<file path="config.mk">
export PLATFORM = sky130hd
export DESIGN_NAME = fpu_front_end
export DESIGN_NICKNAME = d
export VERILOG_FILES = /design/src/rtl/fpu_fe_pkg.sv /design/src/rtl/fpu_fe_regfile.sv /design/src/rtl/fpu_fe_widen.sv /design/src/rtl/fpu_fe_seq.sv /design/src/rtl/fpu_front_end.sv
export SDC_FILE = /design/constraint.sdc
export NUM_CORES = 2
export LEC_CHECK = 0
export BUFFER_PORTS_ARGS = -buffer_cell sky130_fd_sc_hd__buf_2
export CELL_PAD_IN_SITES_DETAIL_PLACEMENT = 0
export CELL_PAD_IN_SITES_GLOBAL_PLACEMENT = 2
export CORE_MARGIN = 3
export CORE_UTILIZATION = 28
export CTS_BUF_LIST = sky130_fd_sc_hd__clkbuf_4 sky130_fd_sc_hd__clkbuf_8 sky130_fd_sc_hd__clkbuf_16
export DETAILED_ROUTE_END_ITERATION = 8
export PLACE_DENSITY = 0.56
export SETUP_SLACK_MARGIN = 0.15
export SLEW_MARGIN = 20
export SYNTH_ARGS = -nofsm -noshare
export SYNTH_HDL_FRONTEND = slang
export SYNTH_HIERARCHICAL = 1
export SYNTH_SLANG_ARGS = --single-unit
</file>
<file path="constraint.sdc">
create_clock -name clk -period 6.1 [get_ports clk]
set_clock_uncertainty 0.15 [all_clocks]
set_input_delay 0.61 -clock clk [delete_from_list [all_inputs] [get_ports clk]]
set_output_delay 0.61 -clock clk [all_outputs]
set_load 0.1 [all_outputs]
</file>
<file path="src/rtl/fpu_fe_pkg.sv">
package fpu_fe_pkg;
  localparam int WORD_W  = 32;
  localparam int DWORD_W = 64;
  localparam int IDX_W   = 5;
  localparam int RF_DEPTH = 1 << IDX_W;
  localparam int FLAG_W  = 5;
  localparam int MODE_W  = 4;
  localparam int CFG_W   = 20;

  // configuration word field positions (decoded by the sequencer)
  localparam int F_A    = 0;
  localparam int F_B    = 5;
  localparam int F_D    = 10;
  localparam int F_DP   = 15;
  localparam int F_MODE = 16;
  localparam int F_BUSY = 20;

  typedef enum logic [2:0] {
    ST_IDLE, ST_FETCH, ST_EXEC, ST_WR_HI, ST_WR_LO, ST_DONE
  } seq_state_t;
endpackage

</file>
<file path="src/rtl/fpu_fe_regfile.sv">
module fpu_fe_regfile #(
  parameter int W     = 32,
  parameter int DEPTH = 32,
  parameter int AW    = $clog2(DEPTH)
) (
  input  logic          clk,
  input  logic          we,
  input  logic [AW-1:0] waddr,
  input  logic [W-1:0]  wdata,
  input  logic [AW-1:0] ra_addr,
  output logic [W-1:0]  ra_data,
  input  logic [AW-1:0] rb_addr,
  output logic [W-1:0]  rb_data
);
  logic [W-1:0] mem [DEPTH];

  always_ff @(posedge clk) begin
    if (we) mem[waddr] <= wdata;
    ra_data <= mem[ra_addr];
    rb_data <= mem[rb_addr];
  end
endmodule

</file>
<file path="src/rtl/fpu_fe_widen.sv">
module fpu_fe_widen (
  input  logic [31:0] s_in,
  output logic [63:0] d_out
);
  logic        sgn;
  logic [7:0]  exp8;
  logic [22:0] frac;

  always_comb begin
    sgn  = s_in[31];
    exp8 = s_in[30:23];
    frac = s_in[22:0];
    if (exp8 == 8'd0)
      d_out = {sgn, 63'd0};
    else if (exp8 == 8'hFF)
      d_out = {sgn, 11'h7FF, frac, 29'd0};
    else
      d_out = {sgn, {3'd0, exp8} + 11'd896, frac, 29'd0};
  end
endmodule

</file>
<file path="src/rtl/fpu_fe_seq.sv">
module fpu_fe_seq
  import fpu_fe_pkg::*;
(
  input  logic               clk,
  input  logic               rst,
  input  logic               launch,
  input  logic               dp,
  input  logic [IDX_W-1:0]   a_idx,
  input  logic [IDX_W-1:0]   b_idx,
  input  logic [IDX_W-1:0]   d_idx,
  input  logic [WORD_W-1:0]  rd_data,
  input  logic               fu_done,
  input  logic [DWORD_W-1:0] fu_result,
  input  logic [FLAG_W-1:0]  fu_flags,
  output seq_state_t         state,
  output logic [IDX_W-1:0]   rd_addr,
  output logic               wr_en,
  output logic [IDX_W-1:0]   wr_addr,
  output logic [WORD_W-1:0]  wr_data,
  output logic               start,
  output logic [WORD_W-1:0]  a_hi,
  output logic [WORD_W-1:0]  a_lo,
  output logic [WORD_W-1:0]  b_hi,
  output logic [WORD_W-1:0]  b_lo,
  output logic               flag_we,
  output logic [FLAG_W-1:0]  flag_val
);
  logic [2:0]         cnt_q;
  logic [2:0]         last_cnt;
  logic [DWORD_W-1:0] res_q;
  logic [FLAG_W-1:0]  flg_q;

  assign last_cnt = dp ? 3'd4 : 3'd2;

  // operand fetch address: double reads pairs high word first
  always_comb begin
    if (dp) begin
      case (cnt_q[1:0])
        2'd0:    rd_addr = {a_idx[IDX_W-1:1], 1'b0};
        2'd1:    rd_addr = {a_idx[IDX_W-1:1], 1'b1};
        2'd2:    rd_addr = {b_idx[IDX_W-1:1], 1'b0};
        default: rd_addr = {b_idx[IDX_W-1:1], 1'b1};
      endcase
    end else begin
      rd_addr = cnt_q[0] ? b_idx : a_idx;
    end
  end

  always_ff @(posedge clk) begin
    if (rst) begin
      state <= ST_IDLE;
      cnt_q <= '0;
      start <= 1'b0;
      a_hi  <= '0;
      a_lo  <= '0;
      b_hi  <= '0;
      b_lo  <= '0;
      res_q <= '0;
      flg_q <= '0;
    end else begin
      start <= 1'b0;
      case (state)
        ST_IDLE: if (launch) begin
          state <= ST_FETCH;
          cnt_q <= '0;
          a_hi  <= '0;
          b_hi  <= '0;
        end
        ST_FETCH: begin
          cnt_q <= cnt_q + 3'd1;
          if (dp) begin
            case (cnt_q)
              3'd1: a_hi <= rd_data;
              3'd2: a_lo <= rd_data;
              3'd3: b_hi <= rd_data;
              3'd4: b_lo <= rd_data;
              default: ;
            endcase
          end else begin
            case (cnt_q)
              3'd1: a_lo <= rd_data;
              3'd2: b_lo <= rd_data;
              default: ;
            endcase
          end
          if (cnt_q == last_cnt) begin
            state <= ST_EXEC;
            start <= 1'b1;
          end
        end
        ST_EXEC: if (fu_done) begin
          res_q <= fu_result;
          flg_q <= fu_flags;
          state <= dp ? ST_WR_HI : ST_WR_LO;
        end
        ST_WR_HI: state <= ST_WR_LO;
        ST_WR_LO: state <= ST_DONE;
        ST_DONE:  state <= ST_IDLE;
        default:  state <= ST_IDLE;
      endcase
    end
  end

  always_comb begin
    wr_en   = (state == ST_WR_HI) || (state == ST_WR_LO);
    if (state == ST_WR_HI) begin
      wr_addr = {d_idx[IDX_W-1:1], 1'b0};
      wr_data = res_q[DWORD_W-1:WORD_W];
    end else begin
      wr_addr = dp ? {d_idx[IDX_W-1:1], 1'b1} : d_idx;
      wr_data = res_q[WORD_W-1:0];
    end
    flag_we  = (state == ST_DONE);
    flag_val = flg_q;
  end
endmodule

</file>
<file path="src/rtl/fpu_front_end.sv">
module fpu_front_end
  import fpu_fe_pkg::*;
#(
  parameter logic [31:0] BASE_ADDR = 32'hA016_0000
) (
  input  logic        clk,
  input  logic        rst,
  input  logic        bus_sel,
  input  logic        bus_write,
  input  logic [31:0] bus_addr,
  input  logic [31:0] bus_wdata,
  output logic [31:0] bus_rdata,
  output logic        fu_start,
  output logic        fu_dp,
  output logic [3:0]  fu_mode,
  output logic [63:0] fu_op_a,
  output logic [63:0] fu_op_b,
  input  logic        fu_done,
  input  logic [63:0] fu_result,
  input  logic [4:0]  fu_flags
);
  localparam int OFF_W   = IDX_W + 1;
  localparam int WIN_LSB = OFF_W + 2;

  seq_state_t          state_q;
  logic                base_hit, rf_hit, ctl_hit, busy, launch, cpu_wr_rf;
  logic [OFF_W-1:0]    word_off;
  logic [CFG_W-1:0]    cfg_q;
  logic [FLAG_W-1:0]   flag_q;
  logic [WORD_W-1:0]   ctrl_word, ctrl_snap_q, cpu_rd, eng_rd;
  logic [1:0]          rd_src_q;
  logic [IDX_W-1:0]    eng_raddr, eng_waddr, rf_waddr;
  logic                eng_we, rf_we, flag_we;
  logic [WORD_W-1:0]   eng_wdata, rf_wdata;
  logic [FLAG_W-1:0]   flag_val;
  logic [WORD_W-1:0]   hi_w [2];
  logic [WORD_W-1:0]   lo_w [2];
  logic [DWORD_W-1:0]  wide_w [2];
  logic                unused_wdata_hi;

  assign unused_wdata_hi = ^bus_wdata[WORD_W-1:CFG_W];

  // address decode: word-aligned accesses inside the base window
  assign base_hit  = bus_sel && (bus_addr[31:WIN_LSB] == BASE_ADDR[31:WIN_LSB])
                     && (bus_addr[1:0] == 2'b00);
  assign word_off  = bus_addr[WIN_LSB-1:2];
  assign rf_hit    = base_hit && !word_off[OFF_W-1];
  assign ctl_hit   = base_hit && (word_off == OFF_W'(RF_DEPTH));
  assign busy      = (state_q != ST_IDLE);
  assign launch    = ctl_hit && bus_write && !busy;
  assign cpu_wr_rf = rf_hit && bus_write && !busy;

  assign ctrl_word = {flag_q, 6'd0, busy, cfg_q};

  always_ff @(posedge clk) begin
    if (rst) begin
      cfg_q  <= '0;
      flag_q <= '0;
    end else begin
      if (launch)  cfg_q  <= bus_wdata[CFG_W-1:0];
      if (flag_we) flag_q <= flag_val;
    end
  end

  // write port shared: the engine only writes while the bus is locked out
  assign rf_we    = cpu_wr_rf || eng_we;
  assign rf_waddr = eng_we ? eng_waddr : word_off[IDX_W-1:0];
  assign rf_wdata = eng_we ? eng_wdata : bus_wdata;

  fpu_fe_regfile #(.W(WORD_W), .DEPTH(RF_DEPTH)) u_rf (
    .clk     (clk),
    .we      (rf_we),
    .waddr   (rf_waddr),
    .wdata   (rf_wdata),
    .ra_addr (word_off[IDX_W-1:0]),
    .ra_data (cpu_rd),
    .rb_addr (eng_raddr),
    .rb_data (eng_rd)
  );

  fpu_fe_seq u_seq (
    .clk       (clk),
    .rst       (rst),
    .launch    (launch),
    .dp        (cfg_q[F_DP]),
    .a_idx     (cfg_q[F_A +: IDX_W]),
    .b_idx     (cfg_q[F_B +: IDX_W]),
    .d_idx     (cfg_q[F_D +: IDX_W]),
    .rd_data   (eng_rd),
    .fu_done   (fu_done),
    .fu_result (fu_result),
    .fu_flags  (fu_flags),
    .state     (state_q),
    .rd_addr   (eng_raddr),
    .wr_en     (eng_we),
    .wr_addr   (eng_waddr),
    .wr_data   (eng_wdata),
    .start     (fu_start),
    .a_hi      (hi_w[0]),
    .a_lo      (lo_w[0]),
    .b_hi      (hi_w[1]),
    .b_lo      (lo_w[1]),
    .flag_we   (flag_we),
    .flag_val  (flag_val)
  );

  for (genvar g = 0; g < 2; g++) begin : g_widen
    fpu_fe_widen u_widen (.s_in(lo_w[g]), .d_out(wide_w[g]));
  end

  assign fu_dp   = cfg_q[F_DP];
  assign fu_mode = cfg_q[F_MODE +: MODE_W];
  assign fu_op_a = fu_dp ? {hi_w[0], lo_w[0]} : wide_w[0];
  assign fu_op_b = fu_dp ? {hi_w[1], lo_w[1]} : wide_w[1];

  // read data: source chosen at request, data presented next cycle
  always_ff @(posedge clk) begin
    if (rst) begin
      rd_src_q    <= 2'd0;
      ctrl_snap_q <= '0;
    end else begin
      rd_src_q    <= (bus_sel && !bus_write) ? (rf_hit ? 2'd1 : (ctl_hit ? 2'd2 : 2'd0)) : 2'd0;
      ctrl_snap_q <= ctrl_word;
    end
  end

  always_comb begin
    case (rd_src_q)
      2'd1:    bus_rdata = cpu_rd;
      2'd2:    bus_rdata = ctrl_snap_q;
      default: bus_rdata = '0;
    endcase
  end
endmodule

</file>
# Word-level counts from Yosys, hierarchy flattened

Memories as Yosys holds them, arrays and structs flattened. A register that Yosys moved wholly into a read port is not among the register bits.
Cells that the tools add are included.

Input bits: 138
Register bits after elaboration: 263
Memory bits (writable): 1024
Memories kept: 1
Output and inout bits: 166
Word-level logic and storage cells: 119

Add/sub/neg operators: 3
Eq/ne operators: 26
Muxes and demuxes: 39
Bitwise operators: 2
Reduce and logical (&&, ||, !) cells: 33

Memories:

| memory   | words | bits a word | rd ports | clocked after memory_dff | wr ports | line                 | source |
|---|---|---|---|---|---|---|---|
| u_rf.mem | 32    | 32          | 2        | 2                        | 1        | fpu_fe_regfile.sv:15 | `logic [W-1:0] mem [DEPTH];` |

Operators by type and width:

| operator                | count |
|---|---|
| $mux W32                | 11 |
| $mux W63                | 4 |
| $pmux W32 S2            | 3 |
| $mux W64                | 2 |
| $eq A24 B24 Y1 const B  | 1 |
| $add A8 B10 Y11 const B | 2 |
| $mux W3                 | 6 |
| $eq A8 B8 Y1 const B    | 2 |
| $logic_not A8 Y1        | 2 |
| $mux W5                 | 3 |
| $pmux W3 S5             | 1 |
| $pmux W5 S3             | 1 |
| $eq A3 B2 Y1 const B    | 4 |
| $ne A2 B2 Y1 const B    | 5 |
| $eq A3 B3 Y1 const B    | 3 |
| $logic_and A1 B1 Y1     | 9 |
| $reduce_and A3 Y1       | 3 |
| $reduce_and A4 Y1       | 2 |
| $eq A3 B1 Y1 const B    | 2 |
| $eq A6 B6 Y1 const B    | 1 |
| $mux W1                 | 6 |
| $ne A2 B1 Y1 const B    | 3 |
| $pmux W3 S2             | 1 |
| $reduce_bool A2 Y1      | 3 |
| 14 further kinds        | 23 |

# Logic depth before layout (Yosys ltp)

Depth after elaboration: 9
Gate-level depth with buffers: 14
Depth with buffers taken out: 10

# By module

Netlist, hierarchy kept.

Modules (own cells, without submodules):

| module         | cells each | area each (um2) | times used |
|---|---|---|---|
| fpu_fe_regfile | 3450       | 50070.5         | 1 |
| fpu_fe_seq     | 926        | 8493.1          | 1 |
| fpu_front_end  | 390        | 4260.3          | 1 |
| fpu_fe_widen   | 73         | 553.0           | 2 |

# Worst setup path before layout

OpenSTA, ideal clock, no wires.

Kind: input port to flip-flop
From: input port bus_addr[11]
To: memory u_rf.mem[12][0] (enable)
Setup time: 421 ps
Arrival: 3847 ps
Setup slack: 1682 ps
Data required time: 5529 ps
Stages: 7
Path through: nor4_2 -> nand4_2 -> or4b_1 -> o21bai_1 -> or3b_2 -> clkbuf_1 -> nor2_1

Longest elaborated chain between the ends: 9

RTL lines:

| item                              | line                 | source |
|---|---|---|
| start: declaration                | fpu_front_end.sv:10  | `input logic [31:0] bus_addr,` |
| $eq A24 B24 Y1                    | fpu_front_end.sv:44  | `assign base_hit = bus_sel && (bus_addr[31:WIN_LSB] == BASE_ADDR[31:WIN_LSB])` |
| $logic_and A1 B1 Y1               | fpu_front_end.sv:44  |  |
| $logic_and A1 B1 Y1               | fpu_front_end.sv:45  | `&& (bus_addr[1:0] == 2'b00);` |
| $logic_and A1 B1 Y1               | fpu_front_end.sv:47  | `assign rf_hit = base_hit && !word_off[OFF_W-1];` |
| $logic_and A1 B1 Y1 (2 in series) | fpu_front_end.sv:51  | `assign cpu_wr_rf = rf_hit && bus_write && !busy;` |
| $logic_or A1 B1 Y1                | fpu_front_end.sv:66  | `assign rf_we = cpu_wr_rf \|\| eng_we;` |
| net rf_we                         | fpu_front_end.sv:33  | `logic eng_we, rf_we, flag_we;` |
| $mux W1                           | fpu_fe_regfile.sv:18 | `if (we) mem[waddr] <= wdata;` |
| $mux W1 (implied by the code)     | fpu_fe_regfile.sv:18 |  |
| end: declaration                  | fpu_fe_regfile.sv:15 |  |

The timed path passes the listed nets, and every way through them passes these cells.

# Worst setup path after layout

From: register u_seq.state[0]
To: memory u_rf.mem[27][21] (enable)

Longest elaborated chain between the ends: 6
Elaborated cells on any way between the ends: 11
Classes of those cells: 2 x eq/ne; 4 x mux; 5 x reduce/logical

RTL lines:

| item                              | line                 | source |
|---|---|---|
| start: declaration                | fpu_fe_seq.sv:15     | `output seq_state_t state,` |
| start signal: assignment          | fpu_fe_seq.sv:94     | `state <= dp ? ST_WR_HI : ST_WR_LO;` |
| $reduce_bool A3 Y1                | fpu_front_end.sv:49  | `assign busy = (state_q != ST_IDLE);` |
| $logic_not A1 Y1                  | fpu_front_end.sv:51  |  |
| $logic_and A1 B1 Y1               | fpu_front_end.sv:51  |  |
| $logic_or A1 B1 Y1 (*)            | fpu_front_end.sv:66  |  |
| net rf_we                         | fpu_front_end.sv:33  |  |
| $mux W1 (*)                       | fpu_fe_regfile.sv:18 |  |
| $mux W1 (implied by the code) (*) | fpu_fe_regfile.sv:18 |  |

The timed path passes the listed nets; every way through them passes the cells marked *.

==> run_results.csv <==
group,metric,value,unit
logic_synthesis,avgSynthCellArea,13.0,um^2
power,p_switching,4.97,mW
critical_path,cp.required,6.39,ns
sta,drv_slew,0,
power,leakagePower,26.0,nW
clock_network,cts-root-buf,"clkbuf_16",
power,p_sw_share,23.7,%
floorplanning,die-width,484,um
logic_synthesis,synth_edf_count,1024,
sta,min_period_over_period,82.6,%
run,maxCapViolCount,0,
drt,detail-route-antenna-nets,0,
drt,first_iter_violations,3418,
cells_and_area,nNetsFinal,5355,
worst_hold_path,holdCritPathClass,"primary input to flip-flop",
sta,setup_ws,1.06,ns
sta,finalSetupViolations,0,
outcome,outcome,"finished clean",
global_routing,grt_pass1_vias,42700,
cells_and_area,syn_to_final_growth,17.3,%
sta,worstMarginPinSlew,1.27,ns
floorplanning,num_rows,174,
sta,hold_slack,0.0728,ns
power,powerDensity,280,mW/mm^2
drt,via_count,42500,
placement,dpl_worst_slack,1.08,ns
cells_and_area,fillers,22600,
critical_path,endpoint_kind,"flip-flop",
sta,final.min_clock_period,5.04,ns
placement,place_inst,7956,
sta,rsz0062_at_grt,"false",
logic_synthesis,yosys_warnings,6,
power,p_int,16.0,mW
drt,wl,247,mm
cells_and_area,multiInputGateArea,0.0245,mm^2
global_routing,grt_remaining_overflow,0,
logic_synthesis,syn-cell-area,0.0639,mm^2
clock_network,clock_path_buffers,3,
sta,setup_tns,0,ns
floorplanning,core-area,0.226,mm^2
global_routing,antenna_found_initial,23,
clock_network,clock_sinks,1345,
clock_network,cts_tree,"built",
clock_network,post_cts_buffers,0,
power,p_seq_share,47.0,%
logic_synthesis,yosys.cell_types.count,63,
power,pwr-share-clk,47.5,%
drt,vias_per_cell,5.07,
sta,hold_violations,0,
logic_synthesis,ys.flop_type,"edfxtp_1",
clock_network,path_clk_slew,0.07,ns
drt,drc,0,
critical_path,cp_max_fo,22,
global_routing,grt_max_degree,142,
logic_synthesis,ys_seq_area_share,58.2,%
drt,drtPass1Iterations,5,
critical_path,startpoint_type,"flip-flop",
sta,fmax,198,MHz
placement,port_buffers,303,
power,ir_drop,258,uV
floorplanning,die_h,484,um
placement,placed_area,0.0686,mm^2
logic_synthesis,ys_seq_elements,1345,
drt,routedWlPerCell,29.4,um
floorplanning,initial_core_util,28.3,%
global_routing,grt.total_usage,20.5,%
floorplanning,io_pins,304,
clock_network,htree_levels,4,
critical_path,crit_type,"flip-flop to flip-flop",
cells_and_area,stdcell_area,0.0750,mm^2
sta,slew_headroom,14.7,%
floorplanning,dieArea,0.234,mm^2
global_routing,grt_pass1_wl,343,mm
clock_network,cts_buffers,163,
clock_network,postCtsResizedCells,0,
cells_and_area,layout-drive-gt1-share,20.2,%
cells_and_area,regArea,0.0372,mm^2
cells_and_area,fin_cells,8385,
placement,dp_hpwl,162,mm
critical_path,arrival,5.33,ns
logic_synthesis,synthArstFlopShare,0,%
placement,gp_congestion,0.802,
logic_synthesis,synthCells,4912,
power,pwr-share-comb,5.5,%
clock_network,insertion_delay,0.83,ns
## registers in the layout, summed over array words and instances (netlist names), 2 cells and up
| signal | flops |
|---|---|
| u_seq/b_hi | 32 |
| u_seq/state | 3 |
| u_seq/cnt_q | 3 |
| u_rf/rb_data | 32 |
| rd_src_q | 2 |
| u_rf/mem | 1024 |
| cfg_q | 20 |
| u_seq/b_lo | 32 |
| u_seq/a_hi | 32 |
| u_seq/flag_val | 5 |
| flag_q | 5 |
| ctrl_snap_q | 26 |
| u_seq/a_lo | 32 |
| u_seq/res_q | 64 |
| u_rf/ra_data | 32 |
## timing repair
item                                    CTS  global route
endpoints found under the setup margin    0             0
hold endpoints to repair                 79             0
hold buffers                             81             0
## power groups by stage
stage	clock [mW]	sequential, mW	combinational [mW]
6_report	9.97	9.88	1.16
3_3_place_gp	0	10.1	1.13
3_5_place_dp	0	10.1	1.13
5_1_grt	10.6	9.88	1.22
2_1_floorplan	0	10.1	0.683
4_1_cts	10.2	9.88	1.18
## layout make-up
type | count | area share (%)
Clock inverter | 90 | 1.22
Timing Repair Buffer | 530 | 5.09
Antenna cell | 42 | 0.140
Inverter | 39 | 0.195
Clock buffer | 216 | 6.12
Sequential cell | 1345 | 49.6
Tap cell | 2992 | 4.99
Multi-Input combinational cell | 3131 | 32.7
## critical path, cell delays in order, from the launching register on
cell,delay [ns]
dfxtp_1,0.49
nor3_1,0.63
nand2_1,0.22
or4b_1,0.60
o21bai_1,0.58
nand3_1,0.78
nor2_4,0.64
buf_4,0.50
## final timing paths
path                                      from                to  slack, ns  cells past startpoint
worst max-delay path            u_seq/state[0]  u_rf/mem[27][21]       1.06                      7
worst max register to register  u_seq/state[0]  u_rf/mem[27][21]       1.06                      7
worst min-delay path             bus_wdata[12]         cfg_q[12]       0.07                      3
worst min register to register  u_seq/res_q[8]    u_seq/res_q[8]       0.30                      2
## cells in the mapped netlist (32+ instances only)
cell type / n / area share [%]
mux2i_1: 1094 / 17
edfxtp_1: 1024 / 48
nand2_1: 342 / 2.0
dfxtp_1: 321 / 10
a21oi_1: 271 / 2.1
mux2_2: 198 / 3.5
nand3_1: 198 / 1.6
a22oi_1: 196 / 2.3
clkbuf_1: 171 / 1.0
a22o_1: 154 / 2.1
nand2b_1: 137 / 1.3
buf_4: 122 / 1.4
buf_2: 91 / 0.71
nor3_1: 66 / 0.52
a31oi_1: 64 / 0.63
nor2b_1: 59 / 0.58
buf_6: 55 / 0.97
nor2_1: 50 / 0.29
inv_1: 39 / 0.23
and2_4: 38 / 0.52
or4_1: 33 / 0.39
o32ai_1: 32 / 0.44
## stage by stage
step                      total power [mW]  utilization [%]
after global placement                11.2             30.3
after detailed placement              11.2             30.3
after floorplan                       10.7                -
final                                 21.0             33.2
after CTS                             21.3             33.1
after global routing                  21.7             33.2
## per-layer routing
layer  routed length, um  vias to the layer above  track usage, %
met5                  47                        -               0
met4                5690                        6            5.22
met3               11300                      239            3.04
met2              113000                     1081            32.7
met1              116000                    22000            29.0
li1                    -                    19100               -
## kinds of logic after synthesis
logic type	synth area share [%]
adders and majority gates	0.137
AOI/OAI and AO/OA	8.08
buffers and inverters	4.47
DFF	58.2
and+or+nand+nor	8.06
other	0.0117
muxes	21.1
## cell usage in the layout, fill, tap and decap left out, drive strengths merged, types with 196 or more instances in the layout
master | netlist | layout
a21oi | 271 | 271
a22oi | 196 | 196
buf | 276 | 449
clkbuf | 175 | 216
dfxtp | 321 | 321
edfxtp | 1024 | 1024
mux2 | 218 | 218
mux2i | 1094 | 1094
nand2 | 344 | 344
nand3 | 199 | 199
(Power assumes the default switching activity.)
